--- src/rtl/pbr_pkg.sv ---
package pbr_pkg;

    typedef enum logic [1:0] {
        ST_IDLE = 2'd0,
        ST_ADDR = 2'd1,
        ST_ACC  = 2'd2,
        ST_POST = 2'd3
    } pbr_state_e;

    localparam int unsigned POST_NUM = 2;
    localparam int unsigned POST_HOLD = 0;
    localparam int unsigned POST_TURN = 1;

endpackage

--- src/rtl/pbr_dncnt.sv ---
module pbr_dncnt #(
    parameter int unsigned W = 8
) (
    input  logic         clk,
    input  logic         rst_n,
    input  logic         load,
    input  logic [W-1:0] load_val,
    output logic [W-1:0] cnt_o,
    output logic         zero_o
);
    logic [W-1:0] cnt_d, cnt_q;

    always_comb begin
        cnt_d = cnt_q;
        if (load)
            cnt_d = load_val;
        else if (cnt_q != '0)
            cnt_d = cnt_q - W'(1);
    end

    always_ff @(posedge clk or negedge rst_n) begin
        if (!rst_n) cnt_q <= '0;
        else        cnt_q <= cnt_d;
    end

    assign cnt_o  = cnt_q;
    assign zero_o = (cnt_q == '0);
endmodule

--- src/rtl/pbr_lane_step.sv ---
module pbr_lane_step #(
    parameter int unsigned LANE_W = 3,
    parameter int unsigned TW     = 8
) (
    input  logic              clk,
    input  logic              rst_n,
    input  logic              load,
    input  logic [LANE_W-1:0] load_val,
    input  logic              beat_sample,
    input  logic              wait_active,
    input  logic [TW-1:0]     wait_cnt,
    input  logic [TW-1:0]     gap_m1,
    input  logic [TW-1:0]     skew,
    output logic [LANE_W-1:0] lane_o
);
    logic [LANE_W-1:0] lane_d, lane_q;
    logic [TW:0]       lead_pt;
    logic              step_now;

    always_comb begin
        lead_pt  = {1'b0, skew} + (TW+1)'(1);
        // skew reaching the whole gap: step right after the capture
        step_now = (beat_sample && (skew >= gap_m1)) ||
                   (wait_active && ({1'b0, wait_cnt} == lead_pt));
        lane_d = lane_q;
        if (load)
            lane_d = load_val;
        else if (step_now)
            lane_d = lane_q + LANE_W'(1);
    end

    always_ff @(posedge clk or negedge rst_n) begin
        if (!rst_n) lane_q <= '0;
        else        lane_q <= lane_d;
    end

    assign lane_o = lane_q;
endmodule

--- src/rtl/pbr_rd_seq.sv ---
module pbr_rd_seq
    import pbr_pkg::*;
#(
    parameter int unsigned ADDR_W = 24,
    parameter int unsigned DATA_W = 16,
    parameter int unsigned LEN_W  = 4,
    parameter int unsigned TW     = 8,
    parameter int unsigned LANE_W = 3
) (
    input  logic              clk,
    input  logic              rst_n,
    input  logic              req_valid,
    input  logic [ADDR_W-1:0] req_addr,
    input  logic [LEN_W-1:0]  req_len,
    input  logic [TW-1:0]     cfg_first,
    input  logic [TW-1:0]     cfg_next,
    input  logic [TW-1:0]     cfg_setup,
    input  logic [TW-1:0]     cfg_hold,
    input  logic [TW-1:0]     cfg_turn,
    input  logic [TW-1:0]     cfg_skew,
    input  logic [DATA_W-1:0] bus_din,
    output logic              bus_ale,
    output logic              bus_cs_n,
    output logic              bus_oe_n,
    output logic [LANE_W-1:0] bus_lane,
    output logic [ADDR_W-1:0] bus_aout,
    output logic              bus_aout_en,
    output logic              busy,
    output logic              rd_valid,
    output logic [DATA_W-1:0] rd_data
);
    localparam logic [TW-1:0] ONE_T = TW'(1);

    typedef struct packed {
        pbr_state_e        state;
        logic [TW-1:0]     cnt;
        logic [TW-1:0]     oe_cnt;
        logic [TW-1:0]     gap_m1;
        logic [TW-1:0]     skew;
        logic [TW-1:0]     hold;
        logic [TW-1:0]     turn;
        logic [LEN_W-1:0]  left;
        logic              burst;
        logic [ADDR_W-1:0] addr;
        logic              vld;
        logic [DATA_W-1:0] data;
    } seq_t;

    seq_t s_d, s_q;

    logic              sample_now;
    logic              last_now;
    logic              accept;
    logic              post_load;
    logic [TW-1:0]     post_val  [POST_NUM];
    logic [TW-1:0]     post_cnt  [POST_NUM];
    logic              post_zero [POST_NUM];

    assign sample_now = (s_q.state == ST_ACC) && (s_q.cnt == '0);
    assign last_now   = sample_now && (s_q.left == '0);
    assign accept     = (s_q.state == ST_IDLE) && req_valid;
    assign post_load  = last_now;
    assign post_val[POST_HOLD] = s_q.hold;
    assign post_val[POST_TURN] = s_q.turn;

    for (genvar g = 0; g < POST_NUM; g++) begin : g_post
        pbr_dncnt #(.W(TW)) u_cnt (
            .clk      (clk),
            .rst_n    (rst_n),
            .load     (post_load),
            .load_val (post_val[g]),
            .cnt_o    (post_cnt[g]),
            .zero_o   (post_zero[g])
        );
    end

    pbr_lane_step #(.LANE_W(LANE_W), .TW(TW)) u_lane (
        .clk         (clk),
        .rst_n       (rst_n),
        .load        (accept),
        .load_val    (req_addr[LANE_W-1:0]),
        .beat_sample (sample_now && (s_q.left != '0)),
        .wait_active ((s_q.state == ST_ACC) && s_q.burst && (s_q.cnt != '0)),
        .wait_cnt    (s_q.cnt),
        .gap_m1      (s_q.gap_m1),
        .skew        (s_q.skew),
        .lane_o      (bus_lane)
    );

    always_comb begin
        s_d     = s_q;
        s_d.vld = 1'b0;
        unique case (s_q.state)
            ST_IDLE: begin
                if (req_valid) begin
                    s_d.state  = ST_ADDR;
                    s_d.cnt    = cfg_first;
                    s_d.oe_cnt = cfg_setup;
                    s_d.gap_m1 = (cfg_next == '0) ? '0 : cfg_next - ONE_T;
                    s_d.skew   = cfg_skew;
                    s_d.hold   = cfg_hold;
                    s_d.turn   = cfg_turn;
                    s_d.left   = req_len;
                    s_d.burst  = 1'b0;
                    s_d.addr   = req_addr;
                end
            end
            ST_ADDR: begin
                s_d.state = ST_ACC;
            end
            ST_ACC: begin
                if (s_q.oe_cnt != '0)
                    s_d.oe_cnt = s_q.oe_cnt - ONE_T;
                if (s_q.cnt != '0) begin
                    s_d.cnt = s_q.cnt - ONE_T;
                end else begin
                    s_d.vld  = 1'b1;
                    s_d.data = bus_din;
                    if (s_q.left == '0) begin
                        s_d.state = ((s_q.hold | s_q.turn) != '0) ? ST_POST : ST_IDLE;
                    end else begin
                        s_d.left  = s_q.left - LEN_W'(1);
                        s_d.cnt   = s_q.gap_m1;
                        s_d.burst = 1'b1;
                    end
                end
            end
            ST_POST: begin
                if ((post_cnt[POST_HOLD] <= ONE_T) && (post_cnt[POST_TURN] <= ONE_T))
                    s_d.state = ST_IDLE;
            end
            default: s_d.state = ST_IDLE;
        endcase
    end

    always_ff @(posedge clk or negedge rst_n) begin
        if (!rst_n) begin
            s_q       <= '0;
            s_q.state <= ST_IDLE;
        end else begin
            s_q <= s_d;
        end
    end

    assign bus_ale     = (s_q.state == ST_ADDR);
    assign bus_aout_en = (s_q.state == ST_ADDR);
    assign bus_aout    = s_q.addr;
    assign bus_cs_n    = !((s_q.state == ST_ACC) ||
                           ((s_q.state == ST_POST) && !post_zero[POST_HOLD]));
    assign bus_oe_n    = !((s_q.state == ST_ACC) && (s_q.oe_cnt == '0));
    assign busy        = (s_q.state != ST_IDLE);
    assign rd_valid    = s_q.vld;
    assign rd_data     = s_q.data;
endmodule

--- config.mk ---
export PLATFORM = sky130hd
export DESIGN_NAME = pbr_rd_seq
export DESIGN_NICKNAME = d
export VERILOG_FILES = /design/src/rtl/pbr_pkg.sv /design/src/rtl/pbr_dncnt.sv /design/src/rtl/pbr_lane_step.sv /design/src/rtl/pbr_rd_seq.sv
export SDC_FILE = /design/constraint.sdc
export NUM_CORES = 1
export LEC_CHECK = 0
export BUFFER_PORTS_ARGS = -buffer_cell sky130_fd_sc_hd__buf_4
export CAP_MARGIN = 25
export CORE_ASPECT_RATIO = 0.6
export CORE_MARGIN = 2
export CORE_UTILIZATION = 49
export CTS_CLUSTER_DIAMETER = 150
export DETAILED_ROUTE_END_ITERATION = 16
export GPL_ROUTABILITY_DRIVEN = 1
export HOLD_SLACK_MARGIN = 0.06
export PLACE_DENSITY_LB_ADDON = 0.08
export REMOVE_ABC_BUFFERS = 1
export SETUP_SLACK_MARGIN = 0.4
export SLEW_MARGIN = 0
export SYNTH_ARGS = -nofsm -noshare
export SYNTH_HDL_FRONTEND = slang
export SYNTH_SLANG_ARGS = --single-unit
--- constraint.sdc ---
create_clock -name clk -period 2.13 [get_ports clk]
set_clock_uncertainty 0.15 [all_clocks]
set_input_delay 0.426 -clock clk [delete_from_list [all_inputs] [get_ports clk]]
set_output_delay 0.426 -clock clk [all_outputs]
set_load 0.005 [all_outputs]
; Word level (Yosys, flattened, before mapping)
; Index checks and enable logic that the tools add are counted.
[classes]
addsub = 8
multipliers = 0
n_div = 0
order_cmp = 3
eq_ne = 11
shifts = 0
n_mux = 22
n_bitwise = 2
n_reduce_logical = 39
[ops]
columns = op, n
row1 = $mux 79, 1
row2 = $mux 8, 8
row3 = $reduce_bool 8->1, 5
row4 = $sub 8x1->8 const B, 5
row5 = $mux 17, 2
row6 = $logic_not 8->1, 4
row7 = $pmux 16 s2, 1
row8 = $le 8x1->1 const B, 2
row9 = $logic_and 1x1->1, 11
row10 = $mux 5, 2
row11 = $pmux 5 s2, 1
row12 = $reduce_bool 2->1, 5
row13 = $add 8x1->9 const B, 1
row14 = $eq 8x9->1, 1
row15 = $ge 8x8->1, 1
row16 = $mux 2, 4
row17 = $ne 2x2->1 const B, 4
row18 = $or 8x8->8, 1
row19 = $pmux 2 s4, 1
row20 = $reduce_and 4->1, 2
row21 = $mux 3, 2
row22 = $reduce_and 3->1, 2
row23 = $eq 2x2->1 const B, 2
row24 = $logic_not 4->1, 1
row25 = 11 further kinds, 16
[word_totals]
ff_bits = 115
latchBits = 0
mem_bits_rw = 0
rom_bits = 0
input_bits = 95
out_inout_bits = 49
word_cells = 100
n_memories = 0

; Depth between registers and ports, before layout
[logic_depth]
depth_word = 7
depth_mapped = 9
depth_no_buf = 9

; Modules after synthesis
; A second synthesis with hierarchy kept.
[hier_totals]
cells_unflattened = 749
area_unflattened_um2 = 6382.4
[modules_own_cells]
columns = mod, instances, cells_each, area_per_inst_um2, seq_area_each_um2
row1 = pbr_rd_seq, 1, 563, 4777.1, 2402.3
row2 = pbr_dncnt, 2, 54, 476.7, 200.2
row3 = pbr_lane_step, 1, 78, 651.9, 75.1

; Least setup slack after synthesis
; Ideal clock, no wire load.
[synth_path]
kind = register to register
from = reg s_q[86] (netlist name)
to = reg s_q, in the netlist rd_data[0]
setup_time_ns = 0.125
arrival_ns = 2.062
required_time_ns = 1.855
path_slack_ns = -0.207
stages_incl_launch_ff = 8
path_buffers = 1
synth_period_minus_slack_ns = 2.337
path_cell_list = dfrtp_1 -> inv_1 -> ha_1 -> nor4b_1 -> nand2_1 -> nor2_1 -> clkbuf_1 -> mux2_2
[synth_between]
elab_chain_cells = 3
[synth_rtl]
columns = item, line
row1 = from (decl), pbr_rd_seq.sv:49  ; seq_t s_d, s_q;
row2 = $reduce_bool 8->1, pbr_rd_seq.sv:114  ; if (s_q.cnt != '0) begin
row3 = $not 1->1 (no source line), --
row4 = $reduce_and 2->1 (no source line), --
; Every way passes these cells.
; A chain may end at the register's enable or synchronous reset.

; Worst setup path in the final report
[layout_path]
from = reg s_q[66] (netlist name)
to = reg u_lane.lane_q[0] (netlist: u_lane.lane_o[0])
[layout_between]
elab_chain_cells = 5
word_cells_on_any_way = 7
classes_between = 1 x add/sub / 1 x order compare / 1 x eq/ne / 4 x reduce/logical
[layout_rtl]
columns = item, line
row1 = $add 8x1->9, pbr_lane_step.sv:21  ; lead_pt = {1'b0, skew} + (TW+1)'(1);
row2 = $eq 8x9->1, pbr_lane_step.sv:24  ; (wait_active && ({1'b0, wait_cnt} == lead_pt));
row3 = $logic_and 1x1->1, pbr_lane_step.sv:24
row4 = $logic_or 1x1->1 *, pbr_lane_step.sv:23  ; step_now = (beat_sample && (skew >= gap_m1)) ||
row5 = $reduce_bool 2->1 (no source line) *, --
row6 = to (signal assigned), pbr_lane_step.sv:34  ; else lane_q <= lane_d;
row7 = to (decl), pbr_lane_step.sv:16  ; logic [LANE_W-1:0] lane_d, lane_q;
; Mark *: on every way between the ends. The rest lies on a longest branch, timed or not.

==> results.cfg <==
[status]
status = complete, but fails checks
violations = negative setup slack

[synth]
synth_cells = 697
yosys.area.top_type = dfrtp_1
synth_top_area_share = 0.472
synth_cell_types = 48
yosysSeqAreaShare = 0.472
async_reset_ff_frac = 1.00
ys_ff_latch = 115
syn_area_um2 = 6090
syn_area_per_cell_um2 = 8.74
synth_edf_count = 0
synth.area.top_cells = dfrtp_1 (47%), nand2_1 (12%), buf_4 (5.1%)
synthFlopType = dfrtp_1
yosys_warnings = 0

[power_and_ir_drop]
power_frac_clock = 0.537
swShare = 0.240
combPwrFrac = 0.065
p_leak_uw = 0.00525
vdd_ir_drop_max_mv = 0.550
p_total_uw = 5540
p_int_uw = 4210
p_sw_uw = 1330
pwr-share-seq = 0.399
powerDensity_nw_per_um2 = 530

[worst_setup_path]
arrival_ns = 2.68
crit_family = compound AO/OA/AOI/OAI gates
path_class = reg2reg
worstPathRequired_ns = 2.29
path_cells = buf_4 > ha_1 > and4_1 > a2111oi_2 > o21ai_2 > a32oi_4 > buf_6 > xor2_2 > o21ai_1
critPathSlowestCell = dfrtp_1
start_kind = register
critical_path_buf_inv_count = 2
endpoint_kind = register
cpPeakStageDelay_ns = 0.40
cp_max_fo = 3

[detailed_routing]
drt_iter0_drc = 701
drcViolationCount = 0
ant_nets = 0
wl_per_cell_um = 22.9
viasPerCell = 6.02
drt-pass1-iter-count = 5
vias = 6873
drt_wl_total_um = 26200

[timing]
finalHoldViolCount = 0
timing.final.crit_share = 1.18
fin_setup_tns_ns = -2.60
worstMarginPinSlew_ns = 0.646
setup-violations-final = 32
period_minus_slack_ns = 2.52
final-max-slew-violation-count = 0
rsz0062_at_grt = yes
fmax_mhz = 397
max_slew_margin = 0.566
setup_slack_ns = -0.391

[hold_path]
holdCritPathClass = in2reg

[layout]
finalNetCount = 1079
layout-drive-gt1-share = 0.520
antenna_cells = 0
area.sequential_um2 = 2880
final_area_um2 = 10500
layout_commonest_cell = buf_4
syn_to_final_growth_pct = 71.7
multi_input_area_um2 = 3870
fillers = 581
final_cells = 1142
final_cell_mix = buf_4 (225), nand2_1 (125), dfrtp_1 (115), nand2_2 (37), dlygate4sd3_1 (35)

[clock_network]
htreeDepth = 4
clockBufferDepth = 2
clk_latency_ns = 0.42
cts_tree = built
cts_buffers = 17
clock_sinks = 115
clk_pin_slew_ns = 0.06
cts_root_buffer = clkbuf_16

[global_routing]
antenna_found_initial = 0
grt_overflow = 0
grt_pass1_wl_um = 33500
grt_use_total = 0.319
grt_max_degree = 47
grt_pass1_vias = 6499

[floorplanning]
io_pins = 144
dieHeight_um = 90.4
initial_core_util = 0.504
row_count = 31
coreArea_um2 = 12100
die_area_um2 = 13400
dieWidth_um = 148

[place]
placed_cell_area_um2 = 7560
pre_cts_ws_ns = -0.421
gp_congestion = 0.961
portBuffers = 143
place_inst = 1008
dp_hpwl_um = 12600

[run]
drv_cap = 0
## cells by family (layout without fill, tap and decap cells)
| group | Yosys count | after routing | synth area share |
|---|---|---|---|
| AOI/OAI and AO/OA | 123 | 124 | 0.120 |
| muxes | 22 | 22 | 0.0396 |
| and+or+nand+nor | 303 | 304 | 0.214 |
| xor gates and xnor gates | 21 | 21 | 0.0302 |
| DFF | 115 | 115 | 0.472 |
| buffers and inverters | 93 | 371 | 0.0830 |
| adders and majority gates | 20 | 20 | 0.0411 |
## metal layers
metal | global-route usage | up-vias | wire, um
li1 | - | 2867 | -
met1 | 0.416 | 3299 | 9820
met2 | 0.502 | 568 | 12000
met3 | 0.106 | 139 | 3090
met4 | 0.110 | 0 | 1280
met5 | 0 | - | 0
## cell type report
type	instances	share of cell area
Tap cell	165	0.0197
Clock inverter	13	0.0141
Sequential cell	115	0.275
Clock buffer	19	0.0433
Multi-Input combinational cell	491	0.370
Timing Repair Buffer	313	0.268
Inverter	26	0.00969
## tightest hold or removal path, cell delays in order
cell and delay (ns):
buf_4 0.09, nand2_4 0.04, nand2_2 0.04
## synthesized netlist by cell type (2+ instances only)
master / count
a211oi_1: 3
a21o_1: 3
a21oi_1: 25
a221oi_1: 5
a22oi_1: 4
a311oi_1: 2
a31oi_1: 9
and2_1: 4
buf_2: 2
buf_4: 41
clkbuf_1: 24
dfrtp_1: 115
ha_1: 20
inv_1: 26
mux2_2: 17
mux2i_1: 5
nand2_1: 194
nand2b_1: 4
nand3_1: 7
nand3b_1: 2
nand4_1: 2
nand4b_1: 2
nor2_1: 43
nor2b_1: 4
nor3_1: 15
nor3b_1: 5
nor4_1: 12
nor4b_1: 3
o21ai_0: 54
o22ai_1: 6
or3_1: 2
or4_1: 2
xnor2_1: 13
xor2_1: 8
## metrics by stage
stage	hold WS, ns	utilization
floorplan	-0.0196	-
global placement	0.223	0.625
detailed placement	0.227	0.625
CTS	0.0619	0.782
global route	0.0557	0.864
finish	0.0504	0.864
## worst paths after layout
kind	cells after the start	slack, ns	start	end
min reg2reg	2	0.34	bus_aout[13]$_DFFE_PN0P_	bus_aout[13]$_DFFE_PN0P_
max	9	-0.39	s_q[66]$_DFFE_PN0P_	u_lane.lane_o[0]$_DFFE_PN0P_
max in group asynchronous	3	0.89	rst_n	post_val[2]$_DFFE_PN0P_
min in group asynchronous	2	0.33	rst_n	s_q[77]$_DFFE_PN0P_
min	3	0.05	req_addr[0]	bus_aout[0]$_DFFE_PN0P_
max reg2reg	9	-0.39	s_q[66]$_DFFE_PN0P_	u_lane.lane_o[0]$_DFFE_PN0P_
## power groups by stage
| stage | clock network [uW] | registers (uW) | logic [uW] |
|---|---|---|---|
| 2_1_floorplan | 0 | 2250 | 28.6 |
| 3_5_place_dp | 0 | 2250 | 262 |
| 6_report | 2980 | 2210 | 359 |
| 4_1_cts | 2930 | 2210 | 323 |
| 5_1_grt | 3080 | 2210 | 384 |
| 3_3_place_gp | 0 | 2250 | 257 |
## state kept, by name, indices dropped and copies added, names as in the netlist
name                count
s_q                    39
post_val               16
g_post.u_cnt.cnt_o     16
bus_aout               24
u_lane.lane_o           3
rd_valid                1
rd_data                16
## repair_timing
item / CTS / global route
hold buffers: 33 / 2
gates resized for setup: 204 / 156
endpoints found under the hold margin: 56 / 2
buffers inserted: 33 / 24
pin swaps: 55 / 83
endpoints found under the setup margin: 81 / 90
cloned: 2 / 8
Power figures use the tool's default switching activity.
